--- src/rtl/ccr_pkg.sv ---
package ccr_pkg;
  localparam int CCR_W = 6;
  localparam int OP_W  = 8;
  localparam int IDX_W = 3;

  localparam logic [2:0] FLAG_GROUP = 3'b110;
  localparam logic [CCR_W-1:0] CCR_RESET = 6'b010000;
  // bit that has no ALU source (interrupt mask)
  localparam logic [CCR_W-1:0] ALU_SOURCED = 6'b101111;

  typedef enum logic [1:0] {
    ACT_CLEAR = 2'b00,
    ACT_SET   = 2'b01,
    ACT_COPY  = 2'b10,
    ACT_SPEC  = 2'b11
  } flagAct_e;

  typedef struct packed {
    logic             loadAll;
    logic [CCR_W-1:0] setMask;
    logic [CCR_W-1:0] clrMask;
    logic [CCR_W-1:0] copyMask;
  } ccrStrobe_t;
endpackage

--- src/rtl/ccr_ctrl.sv ---
module ccr_ctrl
  import ccr_pkg::*;
(
  input  logic            clk,
  input  logic            rstN,
  input  logic [OP_W-1:0] opCode,
  input  logic            opValid,
  input  logic            busLoad,
  output ccrStrobe_t      strobe,
  output logic            specialPulse,
  output logic [IDX_W-1:0] specialCode
);
  logic             inGroup;
  flagAct_e         act;
  logic [IDX_W-1:0] idx;
  logic [CCR_W-1:0] bitSel;

  assign inGroup = opValid && (opCode[OP_W-1 -: 3] == FLAG_GROUP);
  assign act     = flagAct_e'(opCode[4:3]);
  assign idx     = opCode[IDX_W-1:0];

  // index 0 addresses the top bit; indices past the last flag select nothing
  always_comb begin
    bitSel = '0;
    for (int b = 0; b < CCR_W; b++) begin
      if (int'(idx) == CCR_W - 1 - b) bitSel[b] = 1'b1;
    end
  end

  always_comb begin
    strobe          = '0;
    strobe.loadAll  = busLoad;
    if (inGroup) begin
      unique case (act)
        ACT_CLEAR: strobe.clrMask  = bitSel;
        ACT_SET:   strobe.setMask  = bitSel;
        ACT_COPY:  strobe.copyMask = bitSel & ALU_SOURCED;
        default:   ;
      endcase
    end
  end

  always_ff @(posedge clk) begin
    if (!rstN) begin
      specialPulse <= 1'b0;
      specialCode  <= '0;
    end else begin
      specialPulse <= inGroup && (act == ACT_SPEC);
      specialCode  <= (inGroup && act == ACT_SPEC) ? idx : '0;
    end
  end

  assert_special_pulse_R7: assert property (@(posedge clk) disable iff (!rstN)
    (inGroup && act == ACT_SPEC) |=> (specialPulse && specialCode == $past(opCode[IDX_W-1:0])));

  assert_special_only_R7: assert property (@(posedge clk) disable iff (!rstN)
    !(inGroup && act == ACT_SPEC) |=> !specialPulse);
endmodule

--- src/rtl/ccr_dp.sv ---
module ccr_dp
  import ccr_pkg::*;
(
  input  logic             clk,
  input  logic             rstN,
  input  ccrStrobe_t       strobe,
  input  logic [CCR_W-1:0] busBits,
  input  logic [CCR_W-1:0] aluVec,
  output logic [CCR_W-1:0] ccrQ
);
  for (genvar b = 0; b < CCR_W; b++) begin : g_flag
    always_ff @(posedge clk) begin
      if (!rstN)                   ccrQ[b] <= CCR_RESET[b];
      else if (strobe.loadAll)     ccrQ[b] <= busBits[b];
      else if (strobe.setMask[b])  ccrQ[b] <= 1'b1;
      else if (strobe.clrMask[b])  ccrQ[b] <= 1'b0;
      else if (strobe.copyMask[b]) ccrQ[b] <= aluVec[b];
    end
  end

  assert_busload_R9: assert property (@(posedge clk) disable iff (!rstN)
    strobe.loadAll |=> ccrQ == $past(busBits));

  assert_one_bit_R5: assert property (@(posedge clk) disable iff (!rstN)
    !strobe.loadAll |=> $countones(ccrQ ^ $past(ccrQ)) <= 1);

  assert_set_R3: assert property (@(posedge clk) disable iff (!rstN)
    (!strobe.loadAll && |strobe.setMask) |=> ((ccrQ & $past(strobe.setMask)) == $past(strobe.setMask)));

  assert_clear_R2: assert property (@(posedge clk) disable iff (!rstN)
    (!strobe.loadAll && |strobe.clrMask) |=> ((ccrQ & $past(strobe.clrMask)) == '0));
endmodule

--- src/rtl/ccr_flag_unit.sv ---
module ccr_flag_unit
  import ccr_pkg::*;
(
  input  logic             clk,
  input  logic             rstN,
  input  logic [OP_W-1:0]  opCode,
  input  logic             opValid,
  input  logic             aluH,
  input  logic             aluN,
  input  logic             aluZ,
  input  logic             aluV,
  input  logic             aluC,
  input  logic             busLoad,
  input  logic [CCR_W-1:0] busData,
  output logic [CCR_W-1:0] ccrOut,
  output logic             specialPulse,
  output logic [IDX_W-1:0] specialCode
);
  ccrStrobe_t       strobe;
  logic [CCR_W-1:0] aluVec;

  assign aluVec = {aluH, 1'b0, aluN, aluZ, aluV, aluC};

  ccr_ctrl u_ctrl (
    .clk(clk), .rstN(rstN), .opCode(opCode), .opValid(opValid),
    .busLoad(busLoad), .strobe(strobe),
    .specialPulse(specialPulse), .specialCode(specialCode)
  );

  ccr_dp u_dp (
    .clk(clk), .rstN(rstN), .strobe(strobe), .busBits(busData),
    .aluVec(aluVec), .ccrQ(ccrOut)
  );

  assert_idle_hold_R8: assert property (@(posedge clk) disable iff (!rstN)
    (!opValid && !busLoad) |=> $stable(ccrOut));

  assert_reset_value_R1: assert property (@(posedge clk)
    !rstN |=> (ccrOut == CCR_RESET && !specialPulse));
endmodule

--- config.mk ---
export PLATFORM = sky130hd
export DESIGN_NAME = ccr_flag_unit
export DESIGN_NICKNAME = d
export VERILOG_FILES = /design/src/rtl/ccr_pkg.sv /design/src/rtl/ccr_ctrl.sv /design/src/rtl/ccr_dp.sv /design/src/rtl/ccr_flag_unit.sv
export SDC_FILE = /design/constraint.sdc
export NUM_CORES = 1
export LEC_CHECK = 0
export ABC_AREA = 0
export BUFFER_PORTS_ARGS = -buffer_cell sky130_fd_sc_hd__buf_2
export CAP_MARGIN = 40
export CORE_MARGIN = 1.5
export CORE_UTILIZATION = 43
export DETAILED_ROUTE_END_ITERATION = 12
export PLACE_DENSITY = 0.76
export SYNTH_ARGS = -nofsm -noshare
export SYNTH_HDL_FRONTEND = slang
export SYNTH_HIERARCHICAL = 1
export SYNTH_SLANG_ARGS = --single-unit
--- constraint.sdc ---
create_clock -name clk -period 1.9 [get_ports clk]
set_input_delay 0.38 -clock clk [delete_from_list [all_inputs] [get_ports clk]]
set_output_delay 0.38 -clock clk [all_outputs]
set_load 0.02 [all_outputs]
==> metrics list <==
- Post-synthesis to final-layout area growth: 30.5%
- Hold Buf Count CTS: 0
- Max-cap violations in this run came to 0.
- Of the total power, combinational logic draws 0.196.
* Router iterations before antenna repair: 4
* Required time at the endpoint of the critical path: 2.05 ns
- The initial antenna violation count came to 0.
- Clock-pin transition on the worst setup and hold timing paths: 0.07 ns
- Count of cells resized by post-cts repair: 0
- After synthesis, the cell types taking the most area are sky130_fd_sc_hd__dfxtp_1 31%, sky130_fd_sc_hd__nor3_1 13%, sky130_fd_sc_hd__mux2i_1 9.3%.
- Data on the critical path arrives at its endpoint at approximately 1.7 ns.
* Leak Pwr: 0.377 nW
- Dividing the detail-routed wire length by the instance count gives 11.1 um.
- In this run, synthesis produced a sequential element count of 10.
- Along the worst path, the maximum fanout reaches 7.
* Effective utilization at floorplan: 0.476
- The number of global-route vias before repair was 557.
- Summed over all nets, the switching power comes to 0.134 mW.
- Clock tree buffer depth: 2
- Most frequent cells after synthesis: 17 x sky130_fd_sc_hd__nor3_1, 10 x sky130_fd_sc_hd__dfxtp_1, 7 x sky130_fd_sc_hd__nand2b_1, 7 x sky130_fd_sc_hd__nor2_1, 6 x sky130_fd_sc_hd__mux2i_1
- Yosys mapped a number of flops with a built-in enable equal to 0.
- The mapped netlist covers 643 um^2.
- After synthesis, the netlist uses 22 different library cells.
- Area taken by multi-input logic gates: 393 um^2
- For this run, the number of Yosys warnings is 6.
* GRT Util Overall: 0.169
- The critical path in this run is classified as in -> reg.
* Post-DP HPWL: 1.08 mm
- GR Overflow Total: 0
- Among all flip-flop cells after synthesis, the most frequent one is sky130_fd_sc_hd__dfxtp_1.
* Drc violations: 0
* Proportion of power drawn by the clock network: 0.372
- Post-Place Cells: 120
- Portion of the post-synthesis area used by sequential elements: 0.311
- Total of endpoints with negative setup slack in the final report: 0
- # nets final: 133
- Final critical-path required period: 1.54 ns
- The path class of the tightest hold or removal check is in -> reg.
* Average size of a mapped cell: 8.25 um^2
- The design draws between 0.5 and 0.6 mW.
- Syn nets: 101
* Power density of the placed cells: 613 nW/um^2
- In the routed layout, each cell is associated on average with a via count of 5.27.
- TritonCTS created 3 clock buffers.
- Combinational family with the most area after synthesis: simple AND/OR/NAND/NOR gates
- Of all flip-flops after synthesis, the portion carrying an async set or reset was 0.
- Post-synthesis share of cell area spent on full adders, half adders and majority gates: 0
- Once detail routing completed, the nets flagged for antenna violations numbered 0.
- Post-synthesis instance total: about 80
* Post-route design area: 840 um^2
- Entering global routing, the biggest net connects 22 pins.
- I/O pin cnt: 33
- The share of total power dissipated in sequential elements is 0.432.
- Registers take 200 um^2.
- Of the total synthesized cell area, the portion taken by XOR and XNOR cells is 0.
- For this block, the routed nets add up to roughly 1.4 mm of wire.
* H-tree level count: 1
* Clock tree from TritonCTS: done
- Internal power contribution: 0.381 mW
- The number of max-slew violations in the final report was 0.
* Area after detailed placement: 803 um^2
- For the worst-skew pair, the clock arrives at the later sink with an insertion delay of 0.26 ns.
- The first global-routing pass estimated 2.35 mm of wire.
* Number of buffer cells added on primary ports: 32
* Width of the die: around 42 um
- Setup repair after global routing left no endpoint under its margin.
- Post-CTS timing repair inserted 0 buffers for setup.
* Setup Skew: 0 ns
- The most common cell in the synthesized netlist is sky130_fd_sc_hd__nor3_1.
* Fraction of final layout cells with drive strength greater than 1: 0.376
* Share of the synthesized area in the top cell type: 0.311
- Summed over all instances, the cell type with the most area after synthesis is sky130_fd_sc_hd__dfxtp_1.
* Sink Count: 10
- Multiplexer area fraction after synthesis: 0.0934
- Sort of element at the start of the critical path: input port
- 0 antenna diodes ended up in the layout.
- Of the total synthesized cell area, the portion taken by AND, OR, NAND and NOR gates is 0.405.
- Row Count: 13
- Run status: finished clean
- Final weighted congestion in routability-driven placement: 0.749
- Worst IR drop on VDD: 327 uV
* Achievable Freq: 649 MHz
- In this run, the number of DRC markers left after iteration 0 of detailed routing was 16.
* Overall die height: 41.7 um
- Clock Root Buffer: sky130_fd_sc_hd__clkbuf_4
* Final cycle utilization of the critical path: 0.810
* Via count: 654
- Total core area: 1350 um^2
- Setup tns final: 0 ns
- The post-synthesis compound-gate area fraction came to 0.101.
* Final Non-Filler Cells: around 120
- After filler insertion, the fill cell instance count of the layout stands at 139.
* Total Die Area: 1740 um^2
* Final number of hold-violating endpoints: 0
* Crit end category: flip-flop
- Of the total power, the share spent switching nets is 0.261.
## cell usage in the layout, fill, tap and decap left out, drive strengths merged, types with 2 or more instances in the layout
cell type  count
buf           33
nor3          20
dfxtp         10
nand2b         7
nor2           7
mux2i          6
o311a          5
clkbuf         4
or3b           3
inv            3
nand3b         2
conb           2
## worst max-delay path, stage by stage
cell and delay, ns:
sky130_fd_sc_hd__buf_2 0.13, sky130_fd_sc_hd__or3b_1 0.43, sky130_fd_sc_hd__nor3_1 0.20, sky130_fd_sc_hd__mux2i_1 0.21, sky130_fd_sc_hd__nor2_1 0.05, sky130_fd_sc_hd__o311a_1 0.28
## power by group through the flow
stage               Combinational [mW]  Clock [mW]  Sequential [mW]
finish                           0.101       0.192            0.222
global placement                0.0984           0            0.227
global route                     0.111       0.209            0.223
floorplan                       0.0496           0            0.239
detailed placement               0.101           0            0.227
CTS                              0.102       0.196            0.222
## worst paths after layout
| kind | start | end | slack, ns | depth (start not counted) |
|---|---|---|---|---|
| max reg2reg | u_dp/ccrQ[3] | u_dp/ccrQ[3] | 1.03 | 3 |
| min | opCode[0] | u_ctrl/specialCode[0] | 0.39 | 3 |
| min reg2reg | u_dp/ccrQ[0] | u_dp/ccrQ[0] | 0.64 | 3 |
| max | opCode[0] | u_dp/ccrQ[3] | 0.36 | 6 |
## area by class of cell
class,count,area share
sequential,10,0.238
inverter,3,0.0134
multi-input combinational,59,0.468
timing repair buffer,33,0.215
clock buffer,4,0.0432
tap,15,0.0224
## through the flow
stage	worst slack (ns)	hold WS (ns)	util
2_1_floorplan	0.260	0.500	-
3_3_place_gp	0.115	0.612	0.595
6_report	0.360	0.387	0.622
3_5_place_dp	0.0768	0.628	0.595
5_1_grt	0.275	0.397	0.622
4_1_cts	0.357	0.382	0.622
## metal layers
layer | up-vias | wire length [um] | track usage
met5 | - | 0 | 0
met1 | 285 | 643 | 0.219
met3 | 0 | 95 | 0.0435
li1 | 340 | - | -
met4 | 0 | 0 | 0.0387
met2 | 29 | 640 | 0.281
## registers in the layout, summed over array words and instances, names as in the netlist
name	count
u_ctrl/specialPulse	1
u_dp/ccrQ	6
u_ctrl/specialCode	3
## logic make-up after synthesis
kind of cell           after synthesis
AO/OA/AOI/OAI                        7
buffers and inverters                9
flip-flops                          10
multiplexers                         6
other                                2
AND/OR/NAND/NOR                     44
No activity file was read; power rests on OpenSTA's default activity.
